`src/rtl/adc_seq_pkg.sv`:
```
// Shared constants, types and helpers for the ADC scan sequencer.
// Assumes exactly eight analog channels; the enable-bit layout below is fixed.
package adc_seq_pkg;
    localparam int NCH  = 8;
    localparam int CH_W = 3;

    localparam logic [6:0] A_DATA = 7'h23;
    localparam logic [6:0] A_CFG  = 7'h36;
    localparam logic [6:0] A_EN   = 7'h37;

    localparam int B_MODE  = 13;
    localparam int B_TRIG  = 12;
    localparam int B_RATE  = 8;
    localparam int B_READY = 7;

    typedef enum logic [1:0] {S_IDLE, S_WAIT, S_CONV} seq_state_t;

    // Bit position of channel n's enable inside the enable register.
    function automatic int en_pos(input int n);
        return 14 - n - ((n >= 2) ? 1 : 0) - ((n >= 4) ? 1 : 0);
    endfunction

    // Index of the lowest set bit of v (0 when v is empty).
    function automatic logic [CH_W-1:0] lowest(input logic [NCH-1:0] v);
        logic [CH_W-1:0] r;
        r = '0;
        for (int i = NCH - 1; i >= 0; i--) begin
            if (v[i]) r = CH_W'(i);
        end
        return r;
    endfunction
endpackage

```
`src/rtl/adc_seq_pacer.sv`:
```
// Conversion pacing timer: after each issued start it blocks the next one
// for BASE_CYC << rate cycles. Assumes BASE_CYC >= 2.
module adc_seq_pacer #(
    parameter int BASE_CYC = 250
) (
    input  logic       clk,
    input  logic       rst_n,
    input  logic [1:0] rate,
    input  logic       issue,
    output logic       pace_ok
);
    localparam int MAXP = BASE_CYC * 8;
    localparam int CW   = $clog2(MAXP + 1);

    logic [CW-1:0] cnt;
    logic [CW-1:0] period;

    assign period  = CW'(BASE_CYC) << rate;
    assign pace_ok = (cnt == '0);

    // Reload on every issued start, then count down to zero.
    always_ff @(posedge clk) begin
        if (!rst_n)         cnt <= '0;
        else if (issue)     cnt <= period - CW'(1);
        else if (cnt != '0) cnt <= cnt - CW'(1);
    end
endmodule

```
`src/rtl/adc_seq_results.sv`:
```
// Per-channel result storage: one write port fed by the sequencer, one
// combinational read port for the register interface.
module adc_seq_results
    import adc_seq_pkg::*;
#(
    parameter int RES_W = 10
) (
    input  logic             clk,
    input  logic             rst_n,
    input  logic             we,
    input  logic [CH_W-1:0]  widx,
    input  logic [RES_W-1:0] wdata,
    input  logic [CH_W-1:0]  ridx,
    output logic [RES_W-1:0] rdata
);
    logic [RES_W-1:0] mem [NCH];

    for (genvar g = 0; g < NCH; g++) begin : g_chan
        // Capture a finished conversion for this channel.
        always_ff @(posedge clk) begin
            if (!rst_n)                         mem[g] <= '0;
            else if (we && widx == CH_W'(g))    mem[g] <= wdata;
        end
    end

    assign rdata = mem[ridx];
endmodule

```
`src/rtl/adc_seq_ctrl.sv`:
```
// Scan state machine: walks the enabled channels in ascending order, issues
// paced start pulses, routes results, and owns the done flag and dav_n.
// Assumes conv_done arrives once per accepted start.
module adc_seq_ctrl
    import adc_seq_pkg::*;
#(
    parameter int RES_W     = 10,
    parameter int PULSE_CYC = 125
) (
    input  logic             clk,
    input  logic             rst_n,
    input  logic             start_req,
    input  logic             abort,
    input  logic             auto_mode,
    input  logic [NCH-1:0]   en_mask,
    input  logic             pwr,
    input  logic             pace_ok,
    input  logic             conv_done,
    input  logic [RES_W-1:0] conv_result,
    input  logic             rd_clr,
    output logic             start_ack,
    output logic             issue,
    output logic             conv_start,
    output logic [CH_W-1:0]  conv_chan,
    output logic             res_we,
    output logic [CH_W-1:0]  res_idx,
    output logic [RES_W-1:0] res_data,
    output logic             ready,
    output logic             dav_n
);
    localparam int PW = $clog2(PULSE_CYC + 1);

    seq_state_t      state;
    logic [NCH-1:0]  remain;
    logic [NCH-1:0]  scan_mask;
    logic [NCH-1:0]  next_remain;
    logic [CH_W-1:0] cur_chan;
    logic [PW-1:0]   pulse_cnt;
    logic            finish_conv;
    logic            scan_end;

    assign start_ack   = (state == S_IDLE) && start_req && !abort;
    assign issue       = (state == S_WAIT) && pace_ok && pwr && !abort;
    assign finish_conv = (state == S_CONV) && conv_done && !abort;
    assign next_remain = remain & ~(NCH'(1) << cur_chan);
    assign scan_end    = (start_ack && en_mask == '0) ||
                         (finish_conv && next_remain == '0);

    assign res_we    = finish_conv;
    assign res_idx   = cur_chan;
    assign res_data  = conv_result;
    assign conv_chan = cur_chan;
    assign dav_n     = !(ready || pulse_cnt != '0);

    // Channel walk: idle, wait for pacing, wait for the converter.
    always_ff @(posedge clk) begin
        if (!rst_n) begin
            state      <= S_IDLE;
            remain     <= '0;
            scan_mask  <= '0;
            cur_chan   <= '0;
            conv_start <= 1'b0;
        end else begin
            conv_start <= issue;
            if (abort) begin
                state <= S_IDLE;
            end else begin
                case (state)
                    S_IDLE: if (start_ack) begin
                        scan_mask <= en_mask;
                        remain    <= en_mask;
                        state     <= (en_mask == '0) ? S_IDLE : S_WAIT;
                    end
                    S_WAIT: if (issue) begin
                        cur_chan <= lowest(remain);
                        state    <= S_CONV;
                    end
                    S_CONV: if (conv_done) begin
                        if (next_remain != '0) begin
                            remain <= next_remain;
                            state  <= S_WAIT;
                        end else if (auto_mode) begin
                            remain <= scan_mask;
                            state  <= S_WAIT;
                        end else begin
                            state <= S_IDLE;
                        end
                    end
                    default: state <= S_IDLE;
                endcase
            end
        end
    end

    // Done flag: set by a finished single-pass scan, held at 0 in continuous mode.
    always_ff @(posedge clk) begin
        if (!rst_n)                  ready <= 1'b0;
        else if (auto_mode)          ready <= 1'b0;
        else if (scan_end)           ready <= 1'b1;
        else if (rd_clr || start_ack) ready <= 1'b0;
    end

    // Fixed-width low pulse on dav_n at the end of each continuous scan.
    always_ff @(posedge clk) begin
        if (!rst_n)                       pulse_cnt <= '0;
        else if (scan_end && auto_mode)   pulse_cnt <= PW'(PULSE_CYC);
        else if (pulse_cnt != '0)         pulse_cnt <= pulse_cnt - PW'(1);
    end

    a_r3_single_start: assert property (@(posedge clk) disable iff (!rst_n)
        conv_start |=> !conv_start);
    a_r1_chan_enabled: assert property (@(posedge clk) disable iff (!rst_n)
        conv_start |-> scan_mask[conv_chan]);
    a_r7_auto_ready: assert property (@(posedge clk) disable iff (!rst_n)
        (auto_mode && $past(auto_mode)) |-> !ready);
    a_r11_power: assert property (@(posedge clk) disable iff (!rst_n)
        conv_start |-> $past(pwr));
endmodule

```
`src/rtl/adc_scan_seq.sv`:
```
// Top of the ADC scan sequencer: holds the control and enable registers,
// decodes register writes into trigger and abort events, and muxes read data.
// Assumes reg_wr and reg_rd are never asserted together.
module adc_scan_seq
    import adc_seq_pkg::*;
#(
    parameter int RES_W     = 10,
    parameter int BASE_CYC  = 250,
    parameter int PULSE_CYC = 125
) (
    input  logic             clk,
    input  logic             rst_n,
    input  logic             reg_wr,
    input  logic             reg_rd,
    input  logic [6:0]       reg_addr,
    input  logic [15:0]      reg_wdata,
    output logic [15:0]      reg_rdata,
    input  logic             adc_pwr,
    output logic             conv_start,
    output logic [CH_W-1:0]  conv_chan,
    input  logic             conv_done,
    input  logic [RES_W-1:0] conv_result,
    output logic             dav_n
);
    localparam logic [6:0] A_DATA_END = A_DATA + 7'(NCH);

    logic             auto_mode, trig_pend;
    logic [1:0]       rate;
    logic [NCH-1:0]   en_mask, en_wr;
    logic [15:0]      en_rd;
    logic             wr_cfg, wr_en, abort, in_data;
    logic             start_ack, issue, pace_ok, ready, res_we;
    logic [CH_W-1:0]  res_idx, rd_idx;
    logic [RES_W-1:0] res_data, rd_val;
    logic             unused_wbits;

    assign unused_wbits = ^{reg_wdata[15], reg_wdata[4:0]};
    assign wr_cfg  = reg_wr && reg_addr == A_CFG;
    assign wr_en   = reg_wr && reg_addr == A_EN;
    assign abort   = wr_en || (wr_cfg && (reg_wdata[B_TRIG] || reg_wdata[B_MODE] != auto_mode));
    assign in_data = reg_addr >= A_DATA && reg_addr < A_DATA_END;
    assign rd_idx  = CH_W'(reg_addr - A_DATA);

    for (genvar n = 0; n < NCH; n++) begin : g_en
        assign en_wr[n] = reg_wdata[en_pos(n)];
    end

    // Scatter the enable mask back to its register bit positions.
    always_comb begin
        en_rd = '0;
        for (int n = 0; n < NCH; n++) en_rd[en_pos(n)] = en_mask[n];
    end

    // Control and enable registers; trigger bit clears when its scan begins.
    always_ff @(posedge clk) begin
        if (!rst_n) begin
            auto_mode <= 1'b1;
            trig_pend <= 1'b0;
            rate      <= '0;
            en_mask   <= '0;
        end else begin
            if (wr_cfg) begin
                auto_mode <= reg_wdata[B_MODE];
                rate      <= reg_wdata[B_RATE +: 2];
            end
            if (wr_en) en_mask <= en_wr;
            if (wr_cfg && reg_wdata[B_TRIG]) trig_pend <= 1'b1;
            else if (start_ack)              trig_pend <= 1'b0;
        end
    end

    // Register read multiplexer.
    always_comb begin
        reg_rdata = '0;
        if (reg_addr == A_CFG) begin
            reg_rdata[B_MODE]       = auto_mode;
            reg_rdata[B_TRIG]       = trig_pend;
            reg_rdata[B_RATE +: 2]  = rate;
            reg_rdata[B_READY]      = ready;
        end else if (reg_addr == A_EN) begin
            reg_rdata = en_rd;
        end else if (in_data) begin
            reg_rdata[RES_W-1:0] = rd_val;
        end
    end

    adc_seq_pacer #(.BASE_CYC(BASE_CYC)) u_pacer (
        .clk(clk), .rst_n(rst_n), .rate(rate), .issue(issue), .pace_ok(pace_ok)
    );

    adc_seq_ctrl #(.RES_W(RES_W), .PULSE_CYC(PULSE_CYC)) u_ctrl (
        .clk(clk), .rst_n(rst_n),
        .start_req(trig_pend && adc_pwr), .abort(abort), .auto_mode(auto_mode),
        .en_mask(en_mask), .pwr(adc_pwr), .pace_ok(pace_ok),
        .conv_done(conv_done), .conv_result(conv_result),
        .rd_clr(reg_rd && in_data),
        .start_ack(start_ack), .issue(issue), .conv_start(conv_start),
        .conv_chan(conv_chan), .res_we(res_we), .res_idx(res_idx),
        .res_data(res_data), .ready(ready), .dav_n(dav_n)
    );

    adc_seq_results #(.RES_W(RES_W)) u_results (
        .clk(clk), .rst_n(rst_n), .we(res_we), .widx(res_idx), .wdata(res_data),
        .ridx(rd_idx), .rdata(rd_val)
    );

    a_r5_trig_clear: assert property (@(posedge clk) disable iff (!rst_n)
        (start_ack && !(wr_cfg && reg_wdata[B_TRIG])) |=> !trig_pend);
endmodule

```
`config.mk`:
```
export PLATFORM = sky130hd
export DESIGN_NAME = adc_scan_seq
export DESIGN_NICKNAME = d
export VERILOG_FILES = /design/src/rtl/adc_seq_pkg.sv /design/src/rtl/adc_seq_pacer.sv /design/src/rtl/adc_seq_results.sv /design/src/rtl/adc_seq_ctrl.sv /design/src/rtl/adc_scan_seq.sv
export SDC_FILE = /design/constraint.sdc
export NUM_CORES = 1
export LEC_CHECK = 0
export BUFFER_PORTS_ARGS = -buffer_cell sky130_fd_sc_hd__buf_4
export CORE_AREA = 2 2 108 110
export CTS_BUF_LIST = sky130_fd_sc_hd__clkbuf_4 sky130_fd_sc_hd__clkbuf_8
export DETAILED_ROUTE_END_ITERATION = 6
export DIE_AREA = 0 0 110 112
export GPL_ROUTABILITY_DRIVEN = 0
export PLACE_DENSITY = 0.94
export SYNTH_ARGS = -nofsm -noshare
export SYNTH_HDL_FRONTEND = slang
export SYNTH_HIERARCHICAL = 1
export SYNTH_SLANG_ARGS = --single-unit
```
`constraint.sdc`:
```
create_clock -name clk -period 9.85 [get_ports clk]
set_input_delay 0.4925 -clock clk [delete_from_list [all_inputs] [get_ports clk]]
set_output_delay 0.4925 -clock clk [all_outputs]
set_load 0.03 [all_outputs]
```
# Word-level counts from Yosys, hierarchy flattened
# Memories as Yosys holds them, arrays and structs flattened.
# Index checks and enable logic that the tools add are counted.
[classes] addsub=4 n_lt_le_gt_ge=2 eq_ne=16 n_shift=2 mux=69 n_bitwise=12 reduce_logical=52
[op_table] operator="$mux W10" n=10
[op_table] operator="$mux W8" n=4
[op_table] operator="$mux W1" n=31
[op_table] operator="$mux W3" n=9
[op_table] operator="$logic_and A1 B1 Y1" n=25
[op_table] operator="$mux W11" n=2
[op_table] operator="$sub A11 B1 Y11 const B" n=2
[op_table] operator="$mux W7" n=3
[op_table] operator="$logic_not A8 Y1" n=2
[op_table] operator="$pmux W8 S2" n=1
[op_table] operator="$eq A7 B6 Y1 const B" n=2
[op_table] operator="$mux W2" n=7
[op_table] operator="$eq A3 B3 Y1 const B" n=4
[op_table] operator="$logic_not A11 Y1" n=1
[op_table] operator="$reduce_bool A11 Y1" n=1
[op_table] operator="$shl A8 B2 Y11 const A" n=1
[op_table] operator="$reduce_bool A2 Y1" n=5
[op_table] operator="$reduce_and A3 Y1" n=3
[op_table] operator="$and A8 B8 Y8" n=1
[op_table] operator="$not A8 Y8" n=1
[op_table] operator="$or A1 B1 Y1" n=8
[op_table] operator="$reduce_bool A8 Y1" n=1
[op_table] operator="$shl A1 B3 Y8 const A" n=1
[op_table] operator="$ge A7 B6 Y1 const B" n=1
[op_table] operator="21 further kinds" n=31
[totals] register_bits=53 ramBits=80 elab_cells=171 n_memories=1
[mem_list] memory="u_results.mem" words=8 width=10 rd=1 rd_ports_with_merged_regs=0 write_ports=8 line_no="adc_seq_results.sv:16" rtl="logic [RES_W-1:0] mem [NCH];"

# Longest topological paths before layout
[depth] depth_word=11 ltp_mapped=18

# Cells and area by module
# The synthesis kept the hierarchy.
[by_module_without_submodules] mod="adc_seq_results" instances=1 cells_each=238 area_each_um2=3661.0 seq_area_each_um2=2402.3
[by_module_without_submodules] mod="adc_seq_ctrl" instances=1 cells_each=245 area_each_um2=1980.6 seq_area_each_um2=600.6
[by_module_without_submodules] mod="adc_scan_seq" instances=1 cells_each=104 area_each_um2=847.1 seq_area_each_um2=240.2
[by_module_without_submodules] mod="adc_seq_pacer" instances=1 cells_each=68 area_each_um2=584.3 seq_area_each_um2=220.2

# Least setup slack after synthesis
# No wires, ideal clock.
[synth_path] path_type="input to register" from="input port reg_addr[0]" to="register u_pacer.cnt[4]" setup_ns=0.086 arrival_ns=3.621 required_time_ns=9.764 slack_ns=6.143 stages=18 cell_sequence="inv_1 -> ha_1 -> clkbuf_1 -> o21ai_0 -> a21oi_1 -> nor2_1 -> nand4_1 -> inv_1 -> clkbuf_1 -> inv_1 -> clkbuf_1 -> nor3_1 -> a21oi_1 -> ha_1 -> inv_1 -> or3_2 -> xor2_1 -> a211oi_1"
[synth_between] elab_chain_len=7 elab_cells_between_ends=10 cone_classes="2 x eq/ne; 1 x mux; 7 x reduce/logical"
[synth_rtl] element="start: declaration" line_no="adc_scan_seq.sv:15" rtl="input logic [6:0] reg_addr,"
[synth_rtl] element="$eq A7 B6 Y1" line_no="adc_scan_seq.sv:38" rtl="assign wr_cfg = reg_wr && reg_addr == A_CFG;"
[synth_rtl] element="$logic_and A1 B1 Y1" line_no="adc_scan_seq.sv:38"
[synth_rtl] element="$logic_and A1 B1 Y1" line_no="adc_scan_seq.sv:40" rtl="assign abort = wr_en || (wr_cfg && (reg_wdata[B_TRIG] || reg_wdata[B_MODE] != auto_mode));"
[synth_rtl] element="$logic_or A1 B1 Y1 (*)" line_no="adc_scan_seq.sv:40"
[synth_rtl] element="named net abort" line_no="adc_scan_seq.sv:31" rtl="logic wr_cfg, wr_en, abort, in_data;"
[synth_rtl] element="$logic_not A1 Y1 (*)" line_no="adc_seq_ctrl.sv:43" rtl="assign issue = (state == S_WAIT) && pace_ok && pwr && !abort;"
[synth_rtl] element="$logic_and A1 B1 Y1 (*)" line_no="adc_seq_ctrl.sv:43"
[synth_rtl] element="named net issue" line_no="adc_scan_seq.sv:32" rtl="logic start_ack, issue, pace_ok, ready, res_we;"
[synth_rtl] element="$mux W11 or $reduce_bool A2 Y1 (tied branches)"
[synth_rtl] element="end signal: assignment" line_no="adc_seq_pacer.sv:24" rtl="else if (issue) cnt <= period - CW'(1);"
[synth_rtl] element="end signal: assignment" line_no="adc_seq_pacer.sv:25" rtl="else if (cnt != '0) cnt <= cnt - CW'(1);"
[synth_rtl] element="end: declaration" line_no="adc_seq_pacer.sv:15" rtl="logic [CW-1:0] cnt;"
# The timed path passes the listed nets; every way through them passes the cells marked *.
# A chain may end at the register's enable or synchronous reset.

# Worst setup path after layout
# Ends and elaborated chain as after synthesis.

==> out/summary.txt <==
run status: finished, final reports clean
ANT cells: 0
worst-skew pair later-pin latency: 0.44 ns
Die Footprint: 0.01232 sq mm
clock buffer depth: 2
Residual DRC: 0
Post-Syn Nets: 698
placed insts: 798
fin crit share: 0.4840
Max VDD drop: 170.1 uV
Finished Cell Area: 0.007801 sq mm
number of port buffers: 52
vias: 5485
max-slew violations: 0
row count: 39
vias in the first global route: 5327
global-route track usage on met3: 0.07436
met1 Use GR: 0.3668
met2 Use GR: 0.4867
fmax: 0.2098 GHz
Data arrival, critical path: 5.13 ns
minimum clock period: 4.767 ns
initial DRC count: 641
Slew @ Worst Pin: 1.084 ns
Hold/Removal Path Class: in2reg
Worst Setup Start Kind: input port
Required @ worst endpoint: 10.21 ns
via-per-instance ratio: 6.608
maximum number of pins on one net before global-route repair: 41
Finished Core Util: 0.6981
post-synthesis sequential area ratio: 0.4897
Mapped Area: 0.007073 sq mm
synthesis-stage register bit count: 133
Reg area: 0.003463 sq mm
Post-CTS Hold Fix Bufs: 0
total global-route track usage: 0.2933
remaining global-route overflow: 0
total CTS buffers: 17
Post-Place Setup Slack: 4.858 ns
die width: 110 um
number of setup violations in the final report: 0
Layout Cells excl Fill: 830
drt pass-1 iters: 5
global-route wire length before repair: 27.41 mm
die height: 112 um
worst setup margin: 5.083 ns
footprint of the multi-input gates: 0.003152 sq mm
top_reg_cell synth: edfxtp_1
nets@finish: 717
initial antenna violation count: 0
Final Hold Vio Count: 0
syn_area_per_cell: 10.80 sq um
Gate Count Post-Synth: 655
layout cells sized above 1: 0.1980
Cell variety after synth: 76
CP Class: in2reg
Detail Route Antenna Nets: 0
Post-synth EDFFs: 80
dpl hpwl: 10.89 mm
most frequent cells in the layout: nor3_1 (88), edfxtp_1 (80), buf_4 (63), nand2_1 (54), dfxtp_1 (53)
Max-Cap Viols: 0
Initial Utilization: 0.6330
commonest non-fill, non-tap cell in the layout: nor3_1
Worst-path clk slew: 0.08 ns
share of flip-flops with an asynchronous set or reset: 0
Ys Warns: 6
WL per Instance: 20.74 um
Core Area: 0.01117 sq mm
Power Density: 182.7 mW/mm^2
H-Tree Depth: 4
Critical Path End Type: register
Tot Pwr: 1.426 mW
final wirelength: 17.21 mm
CTS tree: built
setup TNS: 0 ns
synthesis-to-layout area growth: 10.30%
RSZ-0062 raised after global routing: false
Max Fanout on Critical Path: 21
Final Skew: 0.009670 ns
Filler cells: 746
clk sink count: 133
Root Buffer: clkbuf_8
postcts setup bufs: 0
CTS resizes: 0
Fin Hold WS: 0.3158 ns
Post-DP Area: 0.007365 sq mm
Slew HR: 0.2766
Top Usage Layer GRT: met2
I/O pin total: 60
leakage dissipation: 2.732 nW
path summary, 6_finish.rpt:
check                              startpoint                               end  slack (ns)  depth (start not counted)
max                               reg_addr[0]       u_pacer/cnt[4]$_SDFFE_PN0P_        5.08                         16
min                              reg_wdata[8]           en_mask[4]$_SDFFE_PN0P_        0.32                          3
max reg2reg       u_pacer/cnt[8]$_SDFFE_PN0P_       u_pacer/cnt[4]$_SDFFE_PN0P_        5.75                         11
min reg2reg  u_ctrl/scan_mask[7]$_SDFFE_PN0P_  u_ctrl/scan_mask[7]$_SDFFE_PN0P_        0.46                          2
cells by family after synthesis:
family,Yosys count,synth area share
adder cells (fa/ha/maj),4,0.007076
buffers and inverters,89,0.06474
AO/OA/AOI/OAI,125,0.1306
other,1,0.0005302
XOR/XNOR,13,0.01610
AND/OR/NAND/NOR,260,0.2011
flip-flops,133,0.4897
multiplexers,30,0.09022
layout make-up:
| type | instances | share of cell area |
|---|---|---|
| well taps | 143 | 0.02294 |
| flip-flops and latches | 133 | 0.4439 |
| clock buffers | 17 | 0.02999 |
| clock inverters | 15 | 0.02598 |
| inverters | 26 | 0.01251 |
| multi-input cells | 433 | 0.4040 |
| repair buffers | 63 | 0.06063 |
registers in the layout, indices dropped and copies added (netlist names):
signal             cells
u_ctrl/remain          8
rate                   2
trig_pend              1
u_ctrl/conv_chan       3
en_mask                8
u_ctrl/pulse_cnt       7
u_pacer/cnt           11
u_ctrl/scan_mask       8
u_ctrl/state           2
u_results/mem         80
u_ctrl/ready           1
u_ctrl/conv_start      1
auto_mode              1
metal layers:
layer,vias to the layer above,wire length (um)
met5,-,0
li1,2492,-
met4,0,480
met2,317,8729
met1,2618,6529
met3,58,1473
power breakdown:
group | switching [mW] | total [mW] | internal (mW)
clock | 0.224 | 0.501 | 0.277
combinational | 0.147 | 0.267 | 0.119
sequential | 0.0309 | 0.658 | 0.627
total | 0.402 | 1.43 | 1.02
Yosys cell counts, drive strengths merged, types with 9 or more instances:
cell / n / area, sq um
a31oi: 9 / 71.32
nand2: 55 / 214.0
edfxtp: 80 / 2402
dfxtp: 53 / 1061
clkinv: 11 / 41.29
mux4: 20 / 525.5
mux2: 10 / 112.6
nor2: 25 / 93.84
nor3: 90 / 460.4
a21oi: 33 / 168.9
inv: 15 / 56.30
a211oi: 9 / 87.59
clkbuf: 31 / 117.6
buf: 32 / 242.7
o21ai: 35 / 175.2
and2: 10 / 62.56
nand3: 24 / 120.1
worst max-delay path, cell delays in order:
cell	delay, ns
buf_4	0.13
inv_1	0.78
ha_1	0.54
o21ai_0	0.15
a21oi_1	0.51
nor2_1	0.09
nand4_1	0.34
inv_1	0.28
inv_1	0.33
nor3_1	0.13
a21oi_1	0.18
ha_1	0.25
inv_1	0.13
or3_2	0.43
xor2_1	0.16
a211oi_1	0.22
Power figures use the tool's default switching activity.
